===== src/rtl/sfr_pkg.sv =====
package sfr_pkg;
  localparam logic [7:0] OP_PAGE = 8'h52;
  localparam logic [7:0] OP_BUF1 = 8'h54;
  localparam logic [7:0] OP_BUF2 = 8'h56;
  localparam int FRAME_BITS = 64;
  localparam int ADDR_BITS  = 24;
  localparam int PAGE_TAIL  = 32;
  localparam int BUF_TAIL   = 8;

  typedef enum logic [1:0] {
    ST_IDLE = 2'd0,
    ST_HDR  = 2'd1,
    ST_DATA = 2'd2,
    ST_GAP  = 2'd3
  } sfr_state_t;
endpackage


===== src/rtl/sfr_frame_build.sv =====
module sfr_frame_build
  import sfr_pkg::*;
#(
  parameter int PAGE_W     = 11,
  parameter int OFF_W      = 9,
  parameter int CNT_W      = 10,
  parameter int PAGE_BYTES = 264
) (
  input  logic [1:0]        kind,
  input  logic [PAGE_W-1:0] page,
  input  logic [OFF_W-1:0]  offset,
  input  logic [CNT_W-1:0]  count,
  output logic [FRAME_BITS-1:0] frame,
  output logic [5:0]        last_idx,
  output logic              bad
);
  localparam int RSV_W   = ADDR_BITS - PAGE_W - OFF_W;
  localparam int BPRE_W  = ADDR_BITS - OFF_W;
  localparam int BFILL_W = FRAME_BITS - 8 - ADDR_BITS - BUF_TAIL;
  localparam logic [OFF_W-1:0] LAST_OFF = OFF_W'(PAGE_BYTES - 1);

  logic [ADDR_BITS-1:0] page_addr;

  generate
    if (RSV_W > 0) begin : g_rsv
      assign page_addr = {{RSV_W{1'b0}}, page, offset};
    end else begin : g_norsv
      assign page_addr = {page, offset};
    end
  endgenerate

  always_comb begin
    bad = (kind == 2'd3) || (offset > LAST_OFF) || (count == '0);
    if (kind == 2'd0) begin
      frame    = {OP_PAGE, page_addr, {PAGE_TAIL{1'b0}}};
      last_idx = 6'(FRAME_BITS - 1);
    end else begin
      frame    = {(kind == 2'd1) ? OP_BUF1 : OP_BUF2, {BPRE_W{1'b0}}, offset,
                  {BUF_TAIL{1'b0}}, {BFILL_W{1'b0}}};
      last_idx = 6'(8 + ADDR_BITS + BUF_TAIL - 1);
    end
  end
endmodule


===== src/rtl/sfr_sclk_gen.sv =====
module sfr_sclk_gen #(
  parameter int HALF_DIV = 13
) (
  input  logic clk,
  input  logic rst_n,
  input  logic run,
  input  logic hold,
  output logic sclk,
  output logic rise,
  output logic fall
);
  localparam int CW = (HALF_DIV > 1) ? $clog2(HALF_DIV) : 1;
  localparam logic [CW-1:0] LAST = CW'(HALF_DIV - 1);
  localparam int HW = $clog2(HALF_DIV + 1);
  localparam logic [HW-1:0] HSAT = HW'(HALF_DIV);

  logic [CW-1:0] cnt;
  logic          at_end;

  assign at_end = run && (cnt == LAST);
  assign rise   = at_end && !sclk;
  assign fall   = at_end && sclk && !hold;

  always_ff @(posedge clk) begin
    if (!rst_n || !run) begin
      cnt  <= '0;
      sclk <= 1'b0;
    end else if (at_end) begin
      if (!(sclk && hold)) begin
        cnt  <= '0;
        sclk <= ~sclk;
      end
    end else begin
      cnt <= cnt + 1'b1;
    end
  end

  // phase-length checker
  logic          seen;
  logic [HW-1:0] hcnt;
  always_ff @(posedge clk) begin
    if (!rst_n) begin
      seen <= 1'b0;
      hcnt <= HSAT;
    end else begin
      seen <= sclk;
      if (sclk != seen)   hcnt <= HW'(1);
      else if (hcnt != HSAT) hcnt <= hcnt + 1'b1;
    end
  end

  p_min_phase_r5: assert property (@(posedge clk) disable iff (!rst_n)
    (sclk != seen) |-> (hcnt >= HSAT));
endmodule


===== src/rtl/sfr_rx_stage.sv =====
module sfr_rx_stage #(
  parameter int WORD_W = 8
) (
  input  logic              clk,
  input  logic              rst_n,
  input  logic              sample,
  input  logic              miso,
  input  logic              push,
  input  logic              rd_ready,
  output logic              rd_valid,
  output logic [WORD_W-1:0] rd_data
);
  logic [WORD_W-1:0] sr;

  always_ff @(posedge clk) begin
    if (!rst_n) begin
      sr       <= '0;
      rd_valid <= 1'b0;
      rd_data  <= '0;
    end else begin
      if (sample) sr <= {sr[WORD_W-2:0], miso};
      if (push) begin
        rd_data  <= sr;
        rd_valid <= 1'b1;
      end else if (rd_ready) begin
        rd_valid <= 1'b0;
      end
    end
  end

  p_hold_data_r7: assert property (@(posedge clk) disable iff (!rst_n)
    (rd_valid && !rd_ready) |=> (rd_valid && $stable(rd_data)));
endmodule


===== src/rtl/sflash_rd_ctrl.sv =====
module sflash_rd_ctrl
  import sfr_pkg::*;
#(
  parameter int PAGE_W     = 11,
  parameter int OFF_W      = 9,
  parameter int CNT_W      = 10,
  parameter int PAGE_BYTES = 264,
  parameter int HALF_DIV   = 13
) (
  input  logic              clk,
  input  logic              rst_n,
  input  logic              req_valid,
  output logic              req_ready,
  input  logic [1:0]        req_kind,
  input  logic [PAGE_W-1:0] req_page,
  input  logic [OFF_W-1:0]  req_offset,
  input  logic [CNT_W-1:0]  req_count,
  output logic              busy,
  output logic              err,
  output logic              spi_cs_n,
  output logic              spi_sclk,
  output logic              spi_mosi,
  input  logic              spi_miso,
  output logic              rd_valid,
  input  logic              rd_ready,
  output logic [7:0]        rd_data
);
  localparam int WORD_W  = 8;
  localparam int BC_W    = $clog2(WORD_W + 1);
  localparam int GAP_CYC = 2 * HALF_DIV;
  localparam int GW      = $clog2(GAP_CYC);
  localparam logic [BC_W-1:0] BC_FULL = BC_W'(WORD_W);

  sfr_state_t              state;
  logic [FRAME_BITS-1:0]   frame, hdr_sr;
  logic [5:0]              last_idx, hdr_left;
  logic                    bad;
  logic [BC_W-1:0]         bitc;
  logic [CNT_W-1:0]        bytes_left;
  logic [GW-1:0]           gap_cnt;
  logic                    cs_n_q, mosi_q, err_q;
  logic                    run, hold, rise, fall, push, sample;

  sfr_frame_build #(
    .PAGE_W(PAGE_W), .OFF_W(OFF_W), .CNT_W(CNT_W), .PAGE_BYTES(PAGE_BYTES)
  ) u_build (
    .kind(req_kind), .page(req_page), .offset(req_offset), .count(req_count),
    .frame(frame), .last_idx(last_idx), .bad(bad)
  );

  assign run    = (state == ST_HDR) || (state == ST_DATA);
  assign hold   = (state == ST_DATA) && (bitc == BC_FULL) && rd_valid && !rd_ready;
  assign push   = (state == ST_DATA) && fall && (bitc == BC_FULL);
  assign sample = (state == ST_DATA) && rise;

  sfr_sclk_gen #(.HALF_DIV(HALF_DIV)) u_clk (
    .clk(clk), .rst_n(rst_n), .run(run), .hold(hold),
    .sclk(spi_sclk), .rise(rise), .fall(fall)
  );

  sfr_rx_stage #(.WORD_W(WORD_W)) u_rx (
    .clk(clk), .rst_n(rst_n), .sample(sample), .miso(spi_miso), .push(push),
    .rd_ready(rd_ready), .rd_valid(rd_valid), .rd_data(rd_data)
  );

  always_ff @(posedge clk) begin
    if (!rst_n) begin
      state      <= ST_IDLE;
      hdr_sr     <= '0;
      hdr_left   <= '0;
      bitc       <= '0;
      bytes_left <= '0;
      gap_cnt    <= '0;
      cs_n_q     <= 1'b1;
      mosi_q     <= 1'b0;
      err_q      <= 1'b0;
    end else begin
      err_q <= 1'b0;
      unique case (state)
        ST_IDLE: if (req_valid) begin
          if (bad) begin
            err_q <= 1'b1;
          end else begin
            mosi_q     <= frame[FRAME_BITS-1];
            hdr_sr     <= {frame[FRAME_BITS-2:0], 1'b0};
            hdr_left   <= last_idx;
            bytes_left <= req_count;
            bitc       <= '0;
            cs_n_q     <= 1'b0;
            state      <= ST_HDR;
          end
        end
        ST_HDR: if (fall) begin
          if (hdr_left == '0) begin
            mosi_q <= 1'b0;
            state  <= ST_DATA;
          end else begin
            mosi_q   <= hdr_sr[FRAME_BITS-1];
            hdr_sr   <= {hdr_sr[FRAME_BITS-2:0], 1'b0};
            hdr_left <= hdr_left - 1'b1;
          end
        end
        ST_DATA: begin
          if (sample) bitc <= bitc + 1'b1;
          if (push) begin
            bitc       <= '0;
            bytes_left <= bytes_left - 1'b1;
            if (bytes_left == CNT_W'(1)) begin
              cs_n_q  <= 1'b1;
              gap_cnt <= '0;
              state   <= ST_GAP;
            end
          end
        end
        ST_GAP: begin
          if (gap_cnt == GW'(GAP_CYC - 1)) state <= ST_IDLE;
          else gap_cnt <= gap_cnt + 1'b1;
        end
        default: state <= ST_IDLE;
      endcase
    end
  end

  assign req_ready = (state == ST_IDLE);
  assign busy      = (state != ST_IDLE);
  assign err       = err_q;
  assign spi_cs_n  = cs_n_q;
  assign spi_mosi  = mosi_q;

  p_busy_frame_r9: assert property (@(posedge clk) disable iff (!rst_n)
    !spi_cs_n |-> busy);
  p_reject_quiet_r6: assert property (@(posedge clk) disable iff (!rst_n)
    err |-> (spi_cs_n && !busy));
  p_sclk_idle_r4: assert property (@(posedge clk) disable iff (!rst_n)
    spi_cs_n |-> !spi_sclk);
  p_mosi_low_phase_r4: assert property (@(posedge clk) disable iff (!rst_n)
    (!spi_cs_n && !$fell(spi_cs_n) && $changed(spi_mosi)) |-> !spi_sclk);
  p_gap_hold_r8: assert property (@(posedge clk) disable iff (!rst_n)
    $rose(spi_cs_n) |=> spi_cs_n);
  p_start_accept_r8: assert property (@(posedge clk) disable iff (!rst_n)
    $fell(spi_cs_n) |-> $past(req_valid && req_ready));
endmodule


===== config.mk =====
export PLATFORM = sky130hd
export DESIGN_NAME = sflash_rd_ctrl
export DESIGN_NICKNAME = d
export VERILOG_FILES = /design/src/rtl/sfr_pkg.sv /design/src/rtl/sfr_frame_build.sv /design/src/rtl/sfr_sclk_gen.sv /design/src/rtl/sfr_rx_stage.sv /design/src/rtl/sflash_rd_ctrl.sv
export SDC_FILE = /design/constraint.sdc
export NUM_CORES = 1
export LEC_CHECK = 0
export CAP_MARGIN = 25
export CORE_ASPECT_RATIO = 0.7
export CORE_UTILIZATION = 50
export CTS_CLUSTER_SIZE = 24
export DETAILED_ROUTE_END_ITERATION = 10
export PLACE_DENSITY = 0.86
export SLEW_MARGIN = 25
export SYNTH_ARGS = -nofsm -noshare
export SYNTH_HDL_FRONTEND = slang
export SYNTH_SLANG_ARGS = --single-unit

===== constraint.sdc =====
create_clock -name clk -period 2.3 [get_ports clk]
set_clock_uncertainty 0.05 [all_clocks]
set_input_delay 0.23 -clock clk [delete_from_list [all_inputs] [get_ports clk]]
set_output_delay 0.23 -clock clk [all_outputs]
set_load 0.02 [all_outputs]

==> results of run 1 <==
-- report_power, final --
part           internal (mW)  switching [mW]
clock network          0.842           0.575
registers               1.79           0.247
logic                   1.08            1.55
-- synthesized netlist by cell type, types with 4 or more instances --
master    number
clkbuf_1      28
ha_1          15
o31ai_1       10
nor4_1         5
or3_1          9
a31oi_1        5
dfxtp_1       83
nand2_1       48
o21ai_0       14
mux2i_1       28
buf_2          6
o211ai_1       5
nor2_1        30
nor3_1        11
a21oi_1       51
nand4_1        8
a22oi_1       11
a211oi_1      25
a311oi_1       4
inv_1         20
or4_1          4
nand3_1       14
-- what timing repair did --
item	CTS	global route
setup endpoints to repair	8	16
pin swaps	2	2
gates resized for setup	4	13
buffers inserted	5	3
-- worst min-delay path: stages (launching register included) --
cell,delay (ps)
dfxtp_1,310
nand2_1,50
a21oi_1,50
-- logic make-up (layout without fill, tap and decap cells) --
family | count (synthesis) | count (layout) | synth area share [%]
AND/OR/NAND/NOR | 152 | 152 | 18.9
AO/OA/AOI/OAI | 150 | 150 | 23.5
flip-flops | 83 | 83 | 40.0
buffers and inverters | 57 | 132 | 5.52
multiplexers | 29 | 29 | 7.02
adder cells (fa/ha/maj) | 15 | 15 | 4.52
XOR/XNOR | 2 | 2 | 0.422
-- registers in the layout, indices dropped and copies added (netlist names), 2 cells and up --
name / count
u_clk.cnt: 4
u_rx.rd_data: 8
state: 2
bytes_left: 10
bitc: 4
gap_cnt: 5
hdr_sr: 31
u_rx.sr: 8
hdr_left: 6
-- area by class of cell --
class	count	share of cell area [%]
Multi-Input combinational cell	348	43.5
Tap cell	101	2.37
Clock buffer	12	4.44
Timing Repair Buffer	95	16.0
Clock inverter	4	0.962
Sequential cell	83	31.2
Inverter	21	1.48
-- layout by cell type, fill, tap and decap left out, types with 2 or more instances in the layout --
master,Yosys,final
a211oi_1,25,25
a21oi_1,51,48
a21oi_2,1,4
a22oi_1,11,11
a311oi_1,4,4
a31oi_1,5,5
and3_1,2,2
and4b_1,2,2
buf_4,0,43
clkbuf_1,28,3
clkbuf_16,0,9
clkdlybuf4s50_1,0,51
dfxtp_1,83,80
dfxtp_2,0,3
ha_1,15,13
ha_4,0,2
inv_1,20,18
inv_2,0,2
mux2i_1,28,27
nand2_1,48,48
nand2b_1,3,3
nand3_1,14,14
nand4_1,8,8
nor2_1,30,30
nor2b_1,3,3
nor3_1,11,10
nor3b_1,2,2
nor4_1,5,5
o211ai_1,5,5
o21ai_0,14,14
o21ai_1,3,2
o22ai_1,3,3
o311ai_0,3,2
o31ai_1,10,10
o32ai_1,2,2
o41ai_1,3,3
or3_1,9,8
or4_1,4,4
-- worst paths after layout --
path	from	end	slack [ps]	cells past startpoint
hold reg to reg	u_rx.rd_data[4]$_SDFFE_PN0P_	u_rx.rd_data[4]$_SDFFE_PN0P_	400	2
hold / removal	u_rx.rd_data[4]$_SDFFE_PN0P_	u_rx.rd_data[4]$_SDFFE_PN0P_	400	2
setup / recovery	state[0]$_SDFFE_PN0P_	gap_cnt[2]$_SDFFE_PN0P_	-2	9
setup reg to reg	state[0]$_SDFFE_PN0P_	gap_cnt[2]$_SDFFE_PN0P_	-2	9
-- through the flow --
| stage | power (mW) | TNS (ps) | hold WS, ps | worst slack, ps |
|---|---|---|---|---|
| CTS | 5.98 | 0 | 405 | 17.9 |
| detailed placement | 4.52 | -122 | 397 | -43.9 |
| global placement | 4.40 | 0 | 394 | 62.4 |
| global route | 6.38 | -40.9 | 429 | -21.2 |
| floorplan | 3.73 | 0 | 327 | 18.9 |
| finish | 6.09 | -2.08 | 403 | -2.08 |
-- metal layers --
metal | vias to the layer above | routed length (microns) | part of all wire [%]
met5 | - | 0 | 0
met4 | 0 | 319 | 2.8
met3 | 35 | 880 | 7.7
met2 | 225 | 5370 | 47
met1 | 2014 | 4870 | 43
li1 | 1956 | - | -
==> metrics.txt, run 1 <==
worst slew pin tran=~440 ps; via density per instance=about 6.4; die height=78.2 microns; cell row count=27; first-pass GRT wire length=between 15 and 20 mm; Via Count=4230; CP top delay family=simple AND/OR/NAND/NOR gates; count of cell types in the netlist=between 50 and 60; die area=around 0.0087 sq mm; Detailed Place HPWL=between 7 and 8 mm; total CTS buffers=9; CTS sink cnt=83; arrival time at the worst endpoint=between 2000 and 3000 ps; cell breakdown of the critical path=inv_2 -> ha_4 -> nand4_1 -> nor4_4 -> buf_4 -> a21oi_2 -> buf_4 -> or3_1 -> a21oi_2; synth top area cells=dfxtp_1, mux2i_1, a21oi_1; area grow syn2layout=28.4%; Detailed Routing Iterations Pass 1=5; register area share after synthesis=40.0%; Starting Density=~52%; Bufs and invs on worst path=3; placed inst area=roughly 0.0049 sq mm; GP Congestion=around 0.9; gr usage total=a little over a quarter; syn_area_per_cell=between 8 and 9 sq um; Post-synth EDFFs=0; Die Wd=approximately 110 microns; YS warnings=0; met3 GRT Util=~6.5%; Synth Register Bits=83; post-route clock period utilization=100%; Filler Cell Count=577; Leak=between 1.5 and 2 nW; clk slew on worst S/H paths=around 60 ps; Port Buf Inserts=a little over 50; Rel. slew slack=70.9%; Max-cap violations=0; Placed Cells=640; ratio of cells with drive above 1 in the final layout=between 10% and 20%; post-synthesis net count=between 500 and 600; Worst IR Drop VDD=0.000583 V; kind of critical path=reg -> reg; Setup violations, final=1; Tmin final=approximately 2300 ps; CTS root buffer=clkbuf_16; crit path max fanout=7; footprint of the multi-input gates=around 0.0023 sq mm; Core Box Area=between 0.007 and 0.008 sq mm; GRT busiest layer=met2; IO Count=52; Synth area leader=dfxtp_1; final hold violation count=0; # diodes=0; final core utilization=between 60% and 70%; met2 Track Usage GR=41.4%; CTS tree=built; WP data required=around 2500 ps; post-route cell area=around 0.0053 sq mm; final wirelength=around 11 mm; outcome=finished, violations left; GRT overflow=0; failing checks=negative setup slack; met1 usage in global routing=33.7%; Final ANT Viol Nets=0; H-tree depth=3; Yosys top cell area share=between 40% and 50%; vias in the first global route=roughly 3900; Crit. End Element=flip-flop; Max clock buf depth=2; Crit path largest cell delay=380 ps; PD cells=around 1100 mW/mm^2; slowest CP cell=or3_1; largest net degree at the start of global routing=42; drt initial violations=398; critical path launch point type=flip-flop; Hold Crit Class=reg -> reg; initial antenna violation count=0; FF/Latch Area=~0.0017 sq mm; cts-stage hold buffer count=0; DR WL/cell=about 17 microns; Worst Setup Slack, final=-2.08 ps; fin cells=664; f_max=approximately 0.43 GHz; Max Slew Vio Count=0; Cells after Synth=488; Post-synth ARST share=0%; Primary FF master, synth=dfxtp_1; clk_lat worst skew=~340 ps; Synth Cell Area=slightly above 0.004 sq mm; fin nets=610; drt drc=0
(Power assumes the default switching activity.)
==> run 2, diff against run 1 <==
- ABC_AREA: unset -> 1
- PLACE_DENSITY: 0.86 -> 0.85
==> run 2 against run 1 <==
Compared with the run above: the flow now finishes without violations; critical path type unchanged; hold slack worse by 92 ps; sequential power down 2%; critical endpoint is now hdr_sr[33]$_SDFFE_PN0P_; global-route usage decreased by 2.9 points; total power is 5.3% higher; area after synthesis is 9.3% higher; routed wire length decreased by 12%; utilization fell by 3.2 points; setup slack better by 160 ps; final cell count increased by 32%; clock power is 7% higher.
==> metrics.txt, run 2 <==
Detailed Place HPWL=6.99 mm (was 7.46 mm); CTS root buffer=clkbuf_16 (unchanged); GP Congestion=0.837 (was 0.884); Post-synth top cells=nand2_1, nor2_1, inv_1, dfxtp_1, o21ai_0 (was dfxtp_1, a21oi_1, nand2_1, nor2_1); initial antenna violation count=0 (unchanged); Cells after Synth=709 (was 488); f_max=0.467 GHz (was 0.434 GHz); die height=81.7 microns (was 78.2 microns); Setup violations, final=0 (was 1); largest reg by FF count=hdr_sr (unchanged); most frequent cells in the layout=nand2_1, nor2_1, inv_1 (was dfxtp_1, clkdlybuf4s50_1, nand2_1, a21oi_1, buf_4); Final ANT Viol Nets=0 (unchanged); GRT overflow=0 (unchanged); Core Box Area=0.00862 sq mm (was 0.00794 sq mm); H-tree depth=3 (unchanged); first-pass GRT wire length=17.2 mm (was 18.3 mm); Port Buf Inserts=51 (unchanged); die area=0.00946 sq mm (was 0.00867 sq mm); post-synthesis net count=761 (was 540); PD cells=1160 mW/mm^2 (was 1140 mW/mm^2); drt drc=0 (unchanged); vias in the first global route=4035 (was 3888); Setup Fix Bufs, Post-CTS=0 (was 5); Via Count=4388 (was 4230); Leak=2.57 nW (was 1.89 nW); cell breakdown of the critical path=inv_1 -> ha_1 -> nand4_1 -> nor2_2 -> nand2_1 -> nand2_2 -> nand3_4 -> buf_12 -> nand2_1 -> inv_1 -> nor2_1 (was inv_2 -> ha_4 -> nand4_1 -> nor4_4 -> buf_4 -> a21oi_2 -> buf_4 -> or3_1 -> a21oi_2); Post-synth ARST share=0% (unchanged); Starting Density=52.6% (was 52.3%); cts-stage hold buffer count=0 (unchanged); Max-cap violations=0 (unchanged); synth top area cells=dfxtp_1, nand2_1, nor2_1 (was dfxtp_1, mux2i_1, a21oi_1); final hold violation count=0 (unchanged); slowest CP cell=dfxtp_1 (was or3_1); Tmin final=2140 ps (was 2300 ps); via density per instance=5.00 (was 6.37); Die Wd=116 microns (was 111 microns); CTS sink cnt=83 (unchanged); most common cell after layout, fill and taps aside=nand2_1 (was dfxtp_1); Crit path largest cell delay=360 ps (was 380 ps); area grow syn2layout=21.6% (was 28.4%); post-route clock period utilization=93.0% (was 100%); Crit. End Element=flip-flop (unchanged); Power, Total=6.41 mW (was 6.09 mW); FF-to-FF path depth=11 (was 9); count of cell types in the netlist=39 (was 59); crit path max fanout=61 (was 7); clk slew on worst S/H paths=60 ps (about the same); drt initial violations=323 (was 398); Synth Cell Area=0.00453 sq mm (was 0.00415 sq mm); CTS tree=built (unchanged); max reg flops=31 (unchanged); YS warnings=0 (unchanged); Max clock buf depth=2 (unchanged); Post-synth EDFFs=0 (unchanged); critical path launch point type=flip-flop (unchanged); R2R Path End=hdr_sr[33]$_SDFFE_PN0P_ (was gap_cnt[2]$_SDFFE_PN0P_); kind of critical path=reg -> reg (unchanged); syn_area_per_cell=6.40 sq um (was 8.50 sq um); Worst Hold End=u_rx.rd_valid$_SDFFE_PN0P_ (was u_rx.rd_data[4]$_SDFFE_PN0P_); outcome=finished clean (was finished, violations left); WP data required=2520 ps (about the same); Max Slew Vio Count=0 (unchanged); top-count cell post-synth=nand2_1 (was dfxtp_1); IO Count=52 (unchanged); biggest regs=hdr_sr: 31 flops, bytes_left: 10 flops (unchanged); Synth Register Bits=83 (unchanged); flop-to-flop setup slack=160 ps (was -2 ps); Yosys top cell area share=36.6% (was 40.0%); min-delay src=rst_n (was u_rx.rd_data[4]$_SDFFE_PN0P_); arrival time at the worst endpoint=2360 ps (was 2520 ps); total CTS buffers=9 (unchanged); worst slew pin tran=469 ps (was 436 ps); DR WL/cell=11.5 microns (was 17.2 microns); Hold Crit Class=in -> reg (was reg -> reg); Synth area leader=dfxtp_1 (unchanged); RR Startpoint=state[0]$_SDFFE_PN0P_ (unchanged); final wirelength=10.1 mm (was 11.4 mm); Worst Setup Slack, final=160 ps (was -2.08 ps); Rel. slew slack=68.7% (was 70.9%); Detailed Routing Iterations Pass 1=5 (unchanged); clk_lat worst skew=340 ps (about the same); Worst IR Drop VDD=0.000585 V (was 0.000583 V); Placement Setup Slack=5.65 ps (was -43.9 ps); cell row count=28 (was 27); gr usage total=23.1% (was 26.0%); # diodes=0 (unchanged); ratio of cells with drive above 1 in the final layout=6.60% (was 14.4%); fin nets=805 (was 610); RSZ-0062 raised after global routing=false; Hold Path Depth=3 (was 2); register area share after synthesis=36.6% (was 40.0%); largest net degree at the start of global routing=62 (was 42); TNS Setup=0 ps (was -2.08 ps); Primary FF master, synth=dfxtp_1 (unchanged)
==> run 2: cell types whose count changed after synthesis, moves of 17 or more <==
cell,change
nand2_1,+141
a211oi_1,-24
inv_1,+78
o21ai_0,+30
clkbuf_1,-17
nor2_1,+92
mux2i_1,-28
==> run 2: worst max-delay path: cells and delay by family, from the launching register on <==
family / cells / cell delay (ps)
AND/OR/NAND/NOR: 7 / 930
buffers and inverters: 3 / 340
adder cells (fa/ha/maj): 1 / 350
flip-flops: 1 / 360
==> run 2: power by group <==
group          leakage, nW  switching [mW]  internal, mW
registers            0.679           0.194          1.78
logic                 1.73            1.89          1.03
clock network        0.159           0.581         0.937
total                 2.57            2.66          3.75
==> run 2: cell families (layout without fill, tap and decap cells) <==
kind of cell | Yosys count | count (layout) | synth area share, %
DFF | 83 | 83 | 36.6
adders and majority gates | 15 | 15 | 4.14
and+or+nand+nor | 380 | 380 | 35.1
xor gates and xnor gates | 7 | 7 | 1.35
buffers and inverters | 131 | 180 | 11.7
AOI/OAI and AO/OA | 93 | 93 | 11.1
==> run 2: metal layers <==
layer  global-route usage [%]  wire, microns
met1                     28.4           4830
met2                     39.1           4640
met3                     6.13            491
met4                     8.46            143
met5                        0              0
==> run 2: metrics by stage <==
step	area, sq um	utilization (%)	hold slack, ps	cells
global placement	5160	59.9	382	862
detailed placement	5160	59.9	386	862
global route	5510	64.0	314	878
floorplan	4530	-	325	709
finish	5510	64.0	310	878
CTS	5490	63.6	295	878
==> run 2: final cells by class <==
class	count	area, sq um
Clock buffer	12	267
Tap cell	120	150
Multi-Input combinational cell	495	2370
Sequential cell	83	1660
Inverter	100	377
Timing Repair Buffer	64	631
Clock inverter	4	56.3
Fill cell	725	3110
==> run 2: how the worst max path moves through the flow <==
stage,startpoint,endpoint,slack (ps),cells after the start
detailed placement,state[0]$_SDFFE_PN0P_,bytes_left[5]$_SDFFE_PN0P_,6,9
global placement,state[0]$_SDFFE_PN0P_,bytes_left[5]$_SDFFE_PN0P_,150,9
floorplan,state[0]$_SDFFE_PN0P_,bytes_left[6]$_SDFFE_PN0P_,400,8
global route,state[0]$_SDFFE_PN0P_,hdr_sr[58]$_SDFFE_PN0P_,20,11
finish,state[0]$_SDFFE_PN0P_,hdr_sr[33]$_SDFFE_PN0P_,160,11
CTS,state[0]$_SDFFE_PN0P_,busy,90,4
==> run 2: what timing repair did <==
action                     in CTS  in global routing
gates cloned                    0                  0
setup endpoints to repair       1                 12
pin swaps                       0                  1
hold endpoints to repair        0                  0
gates resized for setup         1                  5
